**src/rtl/simon_rr_pkg.sv**
```systemverilog
package simon_rr_pkg;
  localparam int WORD_W  = 24;
  localparam int BLOCK_W = 2 * WORD_W;
  localparam int ROUNDS  = 36;
  localparam int ROT_A   = 1;
  localparam int ROT_B   = 8;
  localparam int ROT_C   = 2;
  localparam int ROT_J   = 5;
endpackage

```
**src/rtl/simon_rr_rot.sv**
```systemverilog
module simon_rr_rot #(
  parameter int W    = 24,
  parameter int AMT  = 1,
  parameter bit LEFT = 1'b1
) (
  input  logic [W-1:0] d_i,
  output logic [W-1:0] q_o
);
  localparam int S = AMT % W;

  generate
    if (S == 0) begin : g_pass
      assign q_o = d_i;
    end else if (LEFT) begin : g_left
      assign q_o = {d_i[W-S-1:0], d_i[W-1:W-S]};
    end else begin : g_right
      assign q_o = {d_i[S-1:0], d_i[W-1:S]};
    end
  endgenerate
endmodule

```
**src/rtl/simon_rr_round.sv**
```systemverilog
module simon_rr_round
  import simon_rr_pkg::*;
#(
  parameter int W = WORD_W
) (
  input  logic [W-1:0] x_i,
  input  logic [W-1:0] y_i,
  input  logic [W-1:0] k_i,
  output logic [W-1:0] x_o,
  output logic [W-1:0] y_o
);
  logic [W-1:0] ra, rb, rc;

  simon_rr_rot #(.W(W), .AMT(ROT_A), .LEFT(1'b1)) u_ra (.d_i(x_i), .q_o(ra));
  simon_rr_rot #(.W(W), .AMT(ROT_B), .LEFT(1'b1)) u_rb (.d_i(x_i), .q_o(rb));
  simon_rr_rot #(.W(W), .AMT(ROT_C), .LEFT(1'b1)) u_rc (.d_i(x_i), .q_o(rc));

  assign x_o = y_i ^ ((ra & rb) ^ rc) ^ k_i;
  assign y_o = x_i;
endmodule

```
**src/rtl/simon_rr_ctrl.sv**
```systemverilog
module simon_rr_ctrl
  import simon_rr_pkg::*;
#(
  parameter int N_ROUNDS = ROUNDS
) (
  input  logic clk_i,
  input  logic rst_ni,
  input  logic start_i,
  input  logic key_valid_i,
  output logic load_o,
  output logic step_o,
  output logic pass_o,
  output logic first_o,
  output logic busy_o,
  output logic key_ack_o,
  output logic done_o
);
  localparam int RND_W = (N_ROUNDS > 1) ? $clog2(N_ROUNDS) : 1;
  localparam logic [RND_W-1:0] LAST = RND_W'(N_ROUNDS - 1);

  logic             busy_q, pass_q, done_q;
  logic [RND_W-1:0] rnd_q;
  logic             last;

  assign load_o    = start_i & ~busy_q;
  assign step_o    = busy_q & key_valid_i;
  assign key_ack_o = step_o & pass_q;
  assign last      = key_ack_o & (rnd_q == LAST);
  assign pass_o    = pass_q;
  assign first_o   = (rnd_q == '0);
  assign busy_o    = busy_q;
  assign done_o    = done_q;

  always_ff @(posedge clk_i or negedge rst_ni) begin
    if (!rst_ni) begin
      busy_q <= 1'b0;
      pass_q <= 1'b0;
      rnd_q  <= '0;
      done_q <= 1'b0;
    end else begin
      done_q <= last;
      if (load_o) begin
        busy_q <= 1'b1;
        pass_q <= 1'b0;
        rnd_q  <= '0;
      end else if (step_o) begin
        pass_q <= ~pass_q;
        if (pass_q) rnd_q <= rnd_q + RND_W'(1);
        if (last) busy_q <= 1'b0;
      end
    end
  end

  a_r3_done_pulse: assert property (@(posedge clk_i) disable iff (!rst_ni)
    done_q |=> !done_q);
  a_r3_done_idle: assert property (@(posedge clk_i) disable iff (!rst_ni)
    done_q |-> !busy_q);
  a_r4_ack_advance: assert property (@(posedge clk_i) disable iff (!rst_ni)
    (key_ack_o && rnd_q != LAST) |=> (rnd_q == $past(rnd_q) + RND_W'(1)) && !pass_q);
  a_r5_stall_round: assert property (@(posedge clk_i) disable iff (!rst_ni)
    (busy_q && !key_valid_i) |=> $stable(rnd_q) && $stable(pass_q));
endmodule

```
**src/rtl/simon_rr_cmp.sv**
```systemverilog
module simon_rr_cmp #(
  parameter int W = 48
) (
  input  logic         clk_i,
  input  logic         rst_ni,
  input  logic         clear_i,
  input  logic         re_en_i,
  input  logic [W-1:0] re_a_i,
  input  logic [W-1:0] re_b_i,
  input  logic         ct_en_i,
  input  logic [W-1:0] ct_a_i,
  input  logic [W-1:0] ct_b_i,
  output logic         err_o
);
  logic err_q, hit;

  assign hit   = (re_en_i & (|(re_a_i ^ re_b_i))) | (ct_en_i & (|(ct_a_i ^ ct_b_i)));
  assign err_o = err_q;

  always_ff @(posedge clk_i or negedge rst_ni) begin
    if (!rst_ni)      err_q <= 1'b0;
    else if (clear_i) err_q <= 1'b0;
    else if (hit)     err_q <= 1'b1;
  end

  a_r9_err_sticky: assert property (@(posedge clk_i) disable iff (!rst_ni)
    (err_q && !clear_i) |=> err_q);
endmodule

```
**src/rtl/simon_rr_engine.sv**
```systemverilog
module simon_rr_engine
  import simon_rr_pkg::*;
#(
  parameter int W        = WORD_W,
  parameter int N_ROUNDS = ROUNDS,
  parameter int J        = ROT_J
) (
  input  logic           clk_i,
  input  logic           rst_ni,
  input  logic           start_i,
  input  logic [2*W-1:0] pt_i,
  input  logic [W-1:0]   key_i,
  input  logic           key_valid_i,
  output logic           key_ack_o,
  output logic [2*W-1:0] ct_o,
  output logic           done_o,
  output logic           err_o
);
  localparam int BW = 2 * W;

  logic          load, step, pass, first, busy;
  logic [BW-1:0] st_q, hold_q, res;
  logic [W-1:0]  sx, sy, jx, jy, jk, ox, oy, ok, rx, ry, bx, by;

  simon_rr_ctrl #(.N_ROUNDS(N_ROUNDS)) u_ctrl (
    .clk_i, .rst_ni, .start_i, .key_valid_i,
    .load_o(load), .step_o(step), .pass_o(pass), .first_o(first),
    .busy_o(busy), .key_ack_o, .done_o
  );

  assign sx = st_q[BW-1:W];
  assign sy = st_q[W-1:0];

  // encode: rotate operands and key for the second pass
  simon_rr_rot #(.W(W), .AMT(J), .LEFT(1'b1)) u_enc_x (.d_i(sx),    .q_o(jx));
  simon_rr_rot #(.W(W), .AMT(J), .LEFT(1'b1)) u_enc_y (.d_i(sy),    .q_o(jy));
  simon_rr_rot #(.W(W), .AMT(J), .LEFT(1'b1)) u_enc_k (.d_i(key_i), .q_o(jk));

  assign ox = pass ? jx : sx;
  assign oy = pass ? jy : sy;
  assign ok = pass ? jk : key_i;

  simon_rr_round #(.W(W)) u_round (
    .x_i(ox), .y_i(oy), .k_i(ok), .x_o(rx), .y_o(ry)
  );

  // decode: undo the rotation on the recomputed result
  simon_rr_rot #(.W(W), .AMT(J), .LEFT(1'b0)) u_dec_x (.d_i(rx), .q_o(bx));
  simon_rr_rot #(.W(W), .AMT(J), .LEFT(1'b0)) u_dec_y (.d_i(ry), .q_o(by));

  assign res = pass ? {bx, by} : {rx, ry};

  always_ff @(posedge clk_i or negedge rst_ni) begin
    if (!rst_ni) begin
      st_q   <= '0;
      hold_q <= '0;
    end else if (load) begin
      st_q   <= pt_i;
    end else if (step) begin
      if (pass) st_q   <= res;
      else      hold_q <= res;
    end
  end

  simon_rr_cmp #(.W(BW)) u_cmp (
    .clk_i, .rst_ni,
    .clear_i(load),
    .re_en_i(step & pass),          .re_a_i(res),  .re_b_i(hold_q),
    .ct_en_i(step & ~pass & ~first), .ct_a_i(st_q), .ct_b_i(hold_q),
    .err_o
  );

  assign ct_o = st_q;

  a_r5_stall_data: assert property (@(posedge clk_i) disable iff (!rst_ni)
    (busy && !key_valid_i) |=> $stable(st_q) && $stable(hold_q));
  a_r1_idle_no_ack: assert property (@(posedge clk_i) disable iff (!rst_ni)
    !busy |-> !key_ack_o);
endmodule

```
**config.mk**
```make
export PLATFORM = sky130hd
export DESIGN_NAME = simon_rr_engine
export DESIGN_NICKNAME = d
export VERILOG_FILES = /design/src/rtl/simon_rr_pkg.sv /design/src/rtl/simon_rr_rot.sv /design/src/rtl/simon_rr_round.sv /design/src/rtl/simon_rr_ctrl.sv /design/src/rtl/simon_rr_cmp.sv /design/src/rtl/simon_rr_engine.sv
export SDC_FILE = /design/constraint.sdc
export NUM_CORES = 1
export LEC_CHECK = 0
export ABC_AREA = 1
export BUFFER_PORTS_ARGS = -buffer_cell sky130_fd_sc_hd__clkbuf_2
export CAP_MARGIN = 20
export CORE_ASPECT_RATIO = 1.4
export CORE_UTILIZATION = 50
export CTS_CLUSTER_DIAMETER = 80
export DETAILED_ROUTE_END_ITERATION = 6
export GPL_TIMING_DRIVEN = 0
export PLACE_DENSITY_LB_ADDON = 0.3
export SYNTH_ARGS = -nofsm -noshare
export SYNTH_HDL_FRONTEND = slang
export SYNTH_SLANG_ARGS = --single-unit
```
**constraint.sdc**
```tcl
create_clock -name clk_i -period 1.9 [get_ports clk_i]
set_input_delay 0.19 -clock clk_i [delete_from_list [all_inputs] [get_ports clk_i]]
set_output_delay 0.19 -clock clk_i [all_outputs]
set_load 0.005 [all_outputs]
```
* Yosys cells after proc, flatten, opt, wreduce, memory -nomap -nowiden
Index checks and enable logic that the tools add are counted.
Word-level totals: bits in registers 106, input port bits 76, output and inout bits 51, word-level logic and storage cells 55
Cells by class: add/sub/neg operators 1, eq/ne operators 1, muxes and demuxes 17, bitwise gates (word level) 19, reductions and logical operators 10
Operator list (number):
- 2-to-1 mux 48 bit | 4
- OR reduction 48 bit | 2
- bitwise XOR 48 bit | 2
- 2-to-1 mux 24 bit | 3
- bitwise XOR 24 bit | 3
- bitwise AND 24 bit | 1
- 2-to-1 mux 6 bit | 3
- bitwise AND 1 bit | 8
- nonzero test 2 bit | 4
- 2-to-1 mux 1 bit | 7
- adder 6 x 1 -> 6 bit (second input constant) | 1
- == test 6 bit (second input constant) | 1
- logical NOT 6 bit | 1
- NOT 1 bit | 4
- AND reduction 2 bit | 2
- AND reduction 3 bit | 1
- OR 1 bit | 1

* Depth between registers and ports, before layout
Gate-level depths: netlist (run 1).
word-level depth 12, mapped depth 22, gate-level depth less buffers 20

* Hierarchy
Synthesis (run 1) repeated with hierarchy kept, for this count alone.
Second synthesis, totals: cell total of the unflattened synthesis 1790, area total of the unflattened synthesis 10497.6 µm²
Modules (own cells, without submodules):
- simon_rr_engine | times used 1, cells an instance 858, area each 5464.0 µm², seq. area each 2402.3 µm²
- simon_rr_round | times used 1, cells an instance 408, area each 1681.6 µm², seq. area each 0.0 µm²
- simon_rr_rot | times used 8, cells an instance 24, area each 180.2 µm², seq. area each 0.0 µm²
- simon_rr_cmp | times used 1, cells an instance 274, area each 1437.6 µm², seq. area each 25.0 µm²
- simon_rr_ctrl | times used 1, cells an instance 58, area each 473.0 µm², seq. area each 225.2 µm²

* Least setup slack after synthesis (run 1)
Ideal clock, no wire load.
kind register to register, start register u_ctrl.pass_q, in the netlist u_ctrl.pass_o, end register u_cmp.err_q, in the netlist u_cmp.err_o, setup time 0.117 ns, data arrival time 1.742 ns, required time 1.783 ns, slack 0.041 ns, stages on the path, launching flop included 20, buffers on the path 3, clock period less this slack 1.859 ns, cell sequence dfrtp_1 buf_6 buf_12 buf_6 o21ai_1 nand2_1 nand2_2 inv_2 nand2_1 nand2_2 nand2_1 nand3_1 nand2_1 nand2_1 nor2_1 nand2_1 nor2_1 nand2_1 nand2_1 nand2_1
On the way: word-level cells in the longest chain between the ends 11, elaborated cells between the ends (all ways) 18, those cells by class mux: 4; bitwise: 12; reduce/logical: 2
RTL lines:
- start: declaration | RTL line simon_rr_ctrl.sv:21 | logic busy_q, pass_q, done_q;
- start signal: assignment | RTL line simon_rr_ctrl.sv:47 | pass_q <= ~pass_q;
- 2-to-1 mux 24 bit | RTL line simon_rr_engine.sv:39 | assign ox = pass ? jx : sx;
- bitwise AND 24 bit | RTL line simon_rr_round.sv:18 | assign x_o = y_i ^ ((ra & rb) ^ rc) ^ k_i;
- bitwise XOR 24 bit (3 in series) | RTL line simon_rr_round.sv:18
- 2-to-1 mux 48 bit | RTL line simon_rr_engine.sv:51 | assign res = pass ? {bx, by} : {rx, ry};
- bitwise XOR 48 bit | RTL line simon_rr_cmp.sv:17 | assign hit = (re_en_i & (|(re_a_i ^ re_b_i))) | (ct_en_i & (|(ct_a_i ^ ct_b_i)));
- OR reduction 48 bit | RTL line simon_rr_cmp.sv:17
- bitwise AND 1 bit | RTL line simon_rr_cmp.sv:17
- OR 1 bit (*) | RTL line simon_rr_cmp.sv:17
- nonzero test 2 bit (no source line) (*)
- end signal: assignment | RTL line simon_rr_cmp.sv:21 | if (!rst_ni) err_q <= 1'b0;
- end signal: assignment | RTL line simon_rr_cmp.sv:22 | else if (clear_i) err_q <= 1'b0;
- end signal: assignment | RTL line simon_rr_cmp.sv:23 | else if (hit) err_q <= 1'b1;
- end: declaration | RTL line simon_rr_cmp.sv:15 | logic err_q, hit;
Mark *: on every way between the ends. The rest lies on a longest branch, timed or not. A chain may end at the register's enable or synchronous reset.

* Final worst setup path (run 1)
Same ends and word-level chain as after synthesis.

==> results.md, run 1 <==
* Worst min path class: primary input to flop
* PnR worst setup slack at -583 ps
* First-pass DRT Iterations at 5
* Area of the multi-input gates at 5810 um^2
* Detail Route Antenna Nets at 0
* Die ar. at 17700 um^2
* Post-synth top cells: 578 x nand2_1, 151 x inv_1, 141 x nand3_1
* Crit path max fanout at 10
* Peak VDD IR at 1.48 mV
* CP Class: flop to flop
* Top-count cell post-synth: nand2_1
* Syn Area/Cell at 6.32 um^2
* Cell Pwr Density at 2310 nW/um^2
* Number of global-route vias before repair at 9177
* Post-Synthesis Cell Area at 8570 um^2
* Leak at 5.69 nW
* HPWL after DPL at 30300 um
* GRT Residual Overflow at 0
* Hold Crit Depth at 3
* Complex-gate fraction of the synthesized area at 10.5%
* Cell area after layout at 11300 um^2
* Root buf cell: clkbuf_16
* Skew final at 16.8 ps
* Synth warn at 0
* FF-to-FF Start: u_ctrl.pass_o
* Antenna violations before repair at 0
* Global-route wire length before repair at 57100 um
* Skew-Pair Late Insertion Delay at 370 ps
* Share of cells above drive strength 1 at 31.0%
* Switching Share at 57.2%
* Htree depth at 3
* Crit path capture type: flop
* Leading post-synthesis cells by cell area: dfrtp_1 31%, nand2_1 25%, nand3_1 8.2%
* Final Setup Violations at 55
* Vias at 10100
* Seq pwr share at 21.9%
* Status: finished, violations left
* XOR/XNOR share of the synthesized area at 6.34%
* Final net count at 1591
* Largest net degree at the start of global routing at 107
* Final period util at 131%
* Placed instance area at 9460 um^2
* Initial drt markers at 1103
* Clock network power share at 7.6%
* Row cnt at 56
* Syn Nets at 1434
* Starting density of the core at 51.2%
* Post-Synth Adder-Cell Area at 0.292%
* Placed Cells at 1685
* Diodes inserted at 0
* Minimum clock period at 2480 ps
* Fin. max-slew vios at 0
* Worst reg2reg path depth at 20
* Synthesis-to-finish area growth at 32.0%
* Main combinational cell family by area after synthesis: simple AND/OR/NAND/NOR gates
* CTS buffer count at 9
* Chip Width at 113 um
* R2R Setup Slk at -580 ps
* Worst-case clock buffer depth at 2
* Yosys cell types at 37
* Fmax at 403 MHz
* Mapped Cells at 1356
* Post-synthesis sequential area ratio at 31.0%
* Combinational share of power at 70.5%
* NetSw at 14.9 mW
* Simple-Gate Fraction of Synth Area at 40.0%
* Violated checks: setup timing
* Register area at 2670 um^2
* Chip height at 157 um
* Worst Path Required at 2160 ps
* Avg WL per Cell at 23.4 um
* Core Area at 16700 um^2
* Routability cong. at 1.02
* # clock sinks at 106
* Yosys top cell by area: dfrtp_1
* Proportion of synthesized area in mux cells at 0%
* Crit path launch type: flop
* FF-to-FF End: u_cmp.err_o
* Hold path startpoint: pt_i[31]
* CTS tree: built
* Actual slew at the worst max-slew pin at 964 ps
* Area fraction of the dominant cell type after synthesis at 31.0%
* Unrepaired setup endpoints after global routing: true
* Final wirelength at 40200 um
* Int Power at 11.2 mW
* DRC Markers at 0
* Hold Path Sink: ct_o[31]
* Asr flop ratio synth at 100%
* Most used DFF post-synth: dfrtp_1
* Post-synth EDFFs at 0
* GR Util All Layers at 45.3%
* Filler cell count at 1527
* Maxcap violations at 0
* Final Non-Filler Cells at 1721
* Clk slew on worst S/H paths at 80 ps
* Port Buffer Count at 126
* Hold Fails Final Rpt at 0
* Synthesized flop and latch total at 106
* Via/cell ratio at 5.89
* Worst rel slew slack at 35.7%
* I/O Pins at 127
* CP Data Arrival Time at 2740 ps
## placed cells by master, fill, tap and decap left out, types with 29 or more instances in the layout
cell      synthesis  final
nand2_1         578    461
inv_1           151    143
clkbuf_2          0    130
nand2_2          31    102
nand3_1         141    101
dfrtp_1         106     95
xnor2_1          56     56
nand2_4           1     47
o21ai_1          12     42
nand3_2           4     34
o21ai_0          66     29
## worst max path at each step
| stage | from | endpoint | slack (ps) |
|---|---|---|---|
| detailed placement | u_ctrl.pass_o | ct_o[45] | -880 |
| CTS | u_ctrl.pass_o | u_cmp.err_o | -430 |
| floorplan | u_ctrl.pass_o | u_cmp.err_o | 40 |
| finish | u_ctrl.pass_o | u_cmp.err_o | -580 |
| global placement | rst_ni | u_ctrl.rnd_q[4] | -970 |
| global route | u_ctrl.pass_o | u_cmp.err_o | -630 |
## stage by stage
stage	utilization, %	TNS [ps]	hold slack [ps]	total power [mW]	setup slack, ps
after global routing	67.5	-8650	47.9	27.4	-629
after CTS	61.9	-669	44.8	23.0	-429
after floorplan	-	0	-106	13.8	41.5
final	67.5	-6680	40.7	26.1	-583
after detailed placement	56.5	-47190	357	19.3	-880
after global placement	56.4	-148180	400	19.1	-970
## power by group through the flow
stage / Sequential, mW / Clock [mW] / Combinational (mW)
final: 5.71 / 1.99 / 18.4
after global routing: 5.69 / 2.06 / 19.6
after CTS: 5.48 / 1.98 / 15.5
after detailed placement: 4.86 / 0 / 14.4
after floorplan: 4.28 / 0 / 9.55
after global placement: 4.85 / 0 / 14.3
## sequential cells by signal, indices dropped and copies added (netlist names)
| signal | count |
|---|---|
| u_ctrl.busy_o | 1 |
| u_cmp.err_o | 1 |
| u_ctrl.pass_o | 1 |
| ct_o | 48 |
| u_ctrl.rnd_q | 6 |
| u_ctrl.done_o | 1 |
| hold_q | 48 |
## area by class of cell
cell class,count,area share [%]
Clock buffer,10,2.11
Buffer,51,4.86
Multi-Input combinational cell,1020,51.4
Tap cell,203,2.25
Sequential cell,106,23.6
Clock inverter,6,0.620
Timing Repair Buffer,163,9.71
Inverter,162,5.52
## cell families (layout without fill, tap and decap cells)
family | count (synthesis) | count (layout)
simple gates | 811 | 811
xor+xnor | 62 | 62
buf+inv | 230 | 392
flops | 106 | 106
compound gates | 145 | 145
fa+ha+maj | 2 | 2
## repair_timing
action / in CTS / in global routing
hold buffers: 1 / 0
pin swaps: 35 / 54
buffers inserted: 16 / 13
gates cloned: 1 / 6
endpoints found under the hold margin: 4 / 0
endpoints found under the setup margin: 105 / 68
resized for setup: 152 / 256
## critical path, cell delays in order, from the launching register on
cell and delay, ps:
dfrtp_1 360, buf_6 180, buf_12 180, buf_12 150, nand2_1 70, nand2_1 80, nand2_1 60, nand2_2 220
nand3_4 170, nand3_2 100, nand2_1 70, nand2_1 60, nand2_1 50, inv_1 50, nand2_1 50, nor2_2 90
nand2_1 80, nor2_1 120, nand2_2 120, nand2_2 80, nand2_1 40
## layer usage
layer | part of all wire [%] | up-vias | global-route usage (%)
met1 | 37 | 4687 | 55.7
met3 | 9.7 | 178 | 6.35
met5 | 0 | - | 0
met4 | 8.9 | 0 | 32.6
met2 | 45 | 632 | 73.2
li1 | - | 4640 | -
(Power assumes the default switching activity.)
==> run 2: changes to the inputs <==
Settings changed: ABC_AREA 1 to unset.
Clock period 1.9 ns to 2.65 ns, I/O delays scaled along.
==> run 2 against run 1 <==
The run ends with DRC, hold timing left. Hold slack worse by 89 ps. Via count fell by 44%. Worst setup slack gained 650 ps.
==> results.md, run 2 <==
* Power Total at 12.1 mW (-54%)
* Number of global-route vias before repair at 5513 (-40%)
* Asr flop ratio synth at 100% (unchanged)
* Clk slew on worst S/H paths at 80 ps (about the same)
* Largest net degree at the start of global routing at 107 (unchanged)
* Avg WL per Cell at 24.6 um (+5.3%)
* CTS tree: built
* Peak VDD IR at 0.731 mV (-51%)
* Yosys cell types at 48 (+30%)
* Final wirelength at 23300 um (-42%)
* Synthesized flop and latch total at 106 (unchanged)
* # clock sinks at 106 (unchanged)
* Worst rel slew slack at 36.8% (+1.1 points)
* Worst min path class: primary input to asynchronous set/reset pin
* DP Worst Slack at -475 ps (+405 ps)
* Most common cell after layout, fill and taps aside: clkbuf_2
* Status: finished, violations left
* WHS at -48.5 ps (-89.2 ps)
* Syn Area/Cell at 9.76 um^2 (+54%)
* Violated checks: DRC, hold timing
* Initial drt markers at 353 (-68%)
* Vias at 5682 (-44%)
* Detail Route Antenna Nets at 0 (unchanged)
* Fin. max-slew vios at 0 (unchanged)
* Top-count cell post-synth: xnor2_1
* Core Area at 12500 um^2 (-25%)
* PnR worst setup slack at 69.0 ps (+652 ps)
* GRT Residual Overflow at 0 (unchanged)
* Starting density of the core at 51.8% (+0.62 points)
* Skew final at 9.23 ps (-7.56 ps)
* Setup TNS at 0 ps (+6680 ps)
* Global-route wire length before repair at 34500 um (-40%)
* Commonest non-fill, non-tap cells in the layout: 127 x clkbuf_2, 110 x xnor2_1, 105 x nand2_1
* Chip Width at 98.1 um (-13%)
* Mapped Cells at 663 (-51%)
* Post-synthesis sequential area ratio at 41.0% (+10 points)
* Synthesis-to-finish area growth at 19.9%
* Final net count at 869 (-45%)
* HPWL after DPL at 17600 um (-42%)
* Htree depth at 3 (unchanged)
* Actual slew at the worst max-slew pin at 948 ps (-16.7 ps)
* Share of cells above drive strength 1 at 27.0% (-4.0 points)
* Fmax at 387 MHz (-3.8%)
* Synth warn at 0 (unchanged)
* Routability cong. at 0.899 (-12%)
* Minimum clock period at 2580 ps (+97.9 ps)
* Most used DFF post-synth: dfrtp_1
* Via/cell ratio at 6.01 (+2.0%)
* Yosys top cell by area: dfrtp_1
* Area fraction of the dominant cell type after synthesis at 41.0% (+10 points)
* Chip height at 137 um (-13%)
* Worst Path Required at 2870 ps (+710 ps)
* Crit path launch type: flop
* DRC Markers at 3 (+3)
* Maxcap violations at 0 (unchanged)
* Die ar. at 13400 um^2 (-24%)
* Crit path capture type: flop
* GR Util All Layers at 35.9% (-9.4 points)
* CP Class: flop to flop
* Cell Pwr Density at 1550 nW/um^2 (-33%)
* Filler cell count at 1090 (-29%)
* CTS buffer count at 9 (unchanged)
* Final Setup Violations at 0 (-100%)
* Row cnt at 48 (-14%)
* I/O Pins at 127 (unchanged)
* Leading post-synthesis cells by cell area: dfrtp_1 41%, xnor2_1 16%, nand2_1 6.1%
* Antenna violations before repair at 0 (unchanged)
* Post-synth top cells: 118 x xnor2_1, 106 x dfrtp_1, 105 x nand2_1
* Final period util at 97.4% (-33 points)
* Post-synth EDFFs at 0 (unchanged)
* Skew-Pair Late Insertion Delay at 360 ps (about the same)
* Post-Synthesis Cell Area at 6470 um^2 (-25%)
* Syn Nets at 741 (-48%)
* Worst-case clock buffer depth at 2 (unchanged)
* First-pass DRT Iterations at 7 (+2)
* Root buf cell: clkbuf_16
* Leak at 3.51 nW (-38%)
* Hold_buf cts at 0 (-1)
* Final core area utilization at 62.1% (-5.4 points)
* Crit path max fanout at 8 (-2)
* Diodes inserted at 0 (unchanged)
* CP Data Arrival Time at 2800 ps (+60 ps)
* Hold Fails Final Rpt at 16 (+16)
* Port Buffer Count at 126 (unchanged)
## run 2: power breakdown
group / leakage [nW] / switching, mW / total, mW / internal [mW]
combinational: 2.08 / 3.71 / 6.94 / 3.23
clock: 0.140 / 0.667 / 1.34 / 0.675
sequential: 1.29 / 1.36 / 3.77 / 2.41
total: 3.51 / 5.74 / 12.1 / 6.32
## run 2: cell families (layout without fill, tap and decap cells)
group | Yosys count | in the layout | share of synthesized area (%)
AND/OR/NAND/NOR | 175 | 175 | 11.6
adder cells (fa/ha/maj) | 2 | 2 | 0.387
buffers and inverters | 65 | 198 | 3.85
flip-flops | 106 | 106 | 41.0
multiplexers | 24 | 24 | 4.14
AO/OA/AOI/OAI | 131 | 131 | 13.5
XOR/XNOR | 160 | 160 | 25.5
## run 2: metal layers
layer / share of wire, % / track usage, % / routed length (um) / vias to the layer above
met5: 0 / 0 / 0 / -
met4: 3.1 / 13.9 / 733 / 0
met3: 5.5 / 3.63 / 1280 / 42
met2: 52 / 63.1 / 12000 / 240
met1: 40 / 45.6 / 9280 / 2866
li1: - / - / - / 2534
## run 2: worst paths after layout
| path | from | end | slack [ps] | depth (start not counted) |
|---|---|---|---|---|
| setup / recovery | ct_o[32] | u_cmp.err_o | 70 | 8 |
| hold / removal | rst_ni | ct_o[6] | -50 | 1 |
| setup reg to reg | ct_o[32] | u_cmp.err_o | 70 | 8 |
| hold reg to reg | hold_q[45] | hold_q[45] | 560 | 2 |
| max in group asynchronous | rst_ni | ct_o[32] | 1900 | 1 |
| min in group clk_i | pt_i[21] | ct_o[21] | 120 | 3 |
## run 2: metrics by stage
stage / cells / area [um^2]
final: 946 / 7760
after global routing: 946 / 7760
after CTS: 942 / 7640
after detailed placement: 939 / 7300
after global placement: 939 / 7290
after floorplan: 663 / 6470
## run 2: final cells by class
| class | count | area [um^2] | share of cell area, % |
|---|---|---|---|
| clock buffers | 10 | 239 | 3.08 |
| inverters | 10 | 37.5 | 0.484 |
| clock inverters | 6 | 47.5 | 0.613 |
| well taps | 150 | 188 | 2.42 |
| flip-flops and latches | 106 | 2670 | 34.5 |
| repair buffers | 137 | 722 | 9.31 |
| multi-input cells | 492 | 3690 | 47.5 |
| plain buffers | 35 | 163 | 2.10 |
## run 2: worst max-delay path, cell delays in order, from the launching register on
cell       delay, ps
dfrtp_2          460
buf_4            170
nand2_1           70
xnor3_1          460
xor2_1           190
nand4_1          170
or4_4            540
a2111oi_4        280
o22ai_1          100
## run 2: what timing repair did
item,4_1_cts,5_1_grt
resized for setup,29,18
setup endpoints to repair,53,2
cloned,0,0
pin swaps,3,8
buffers inserted,5,6
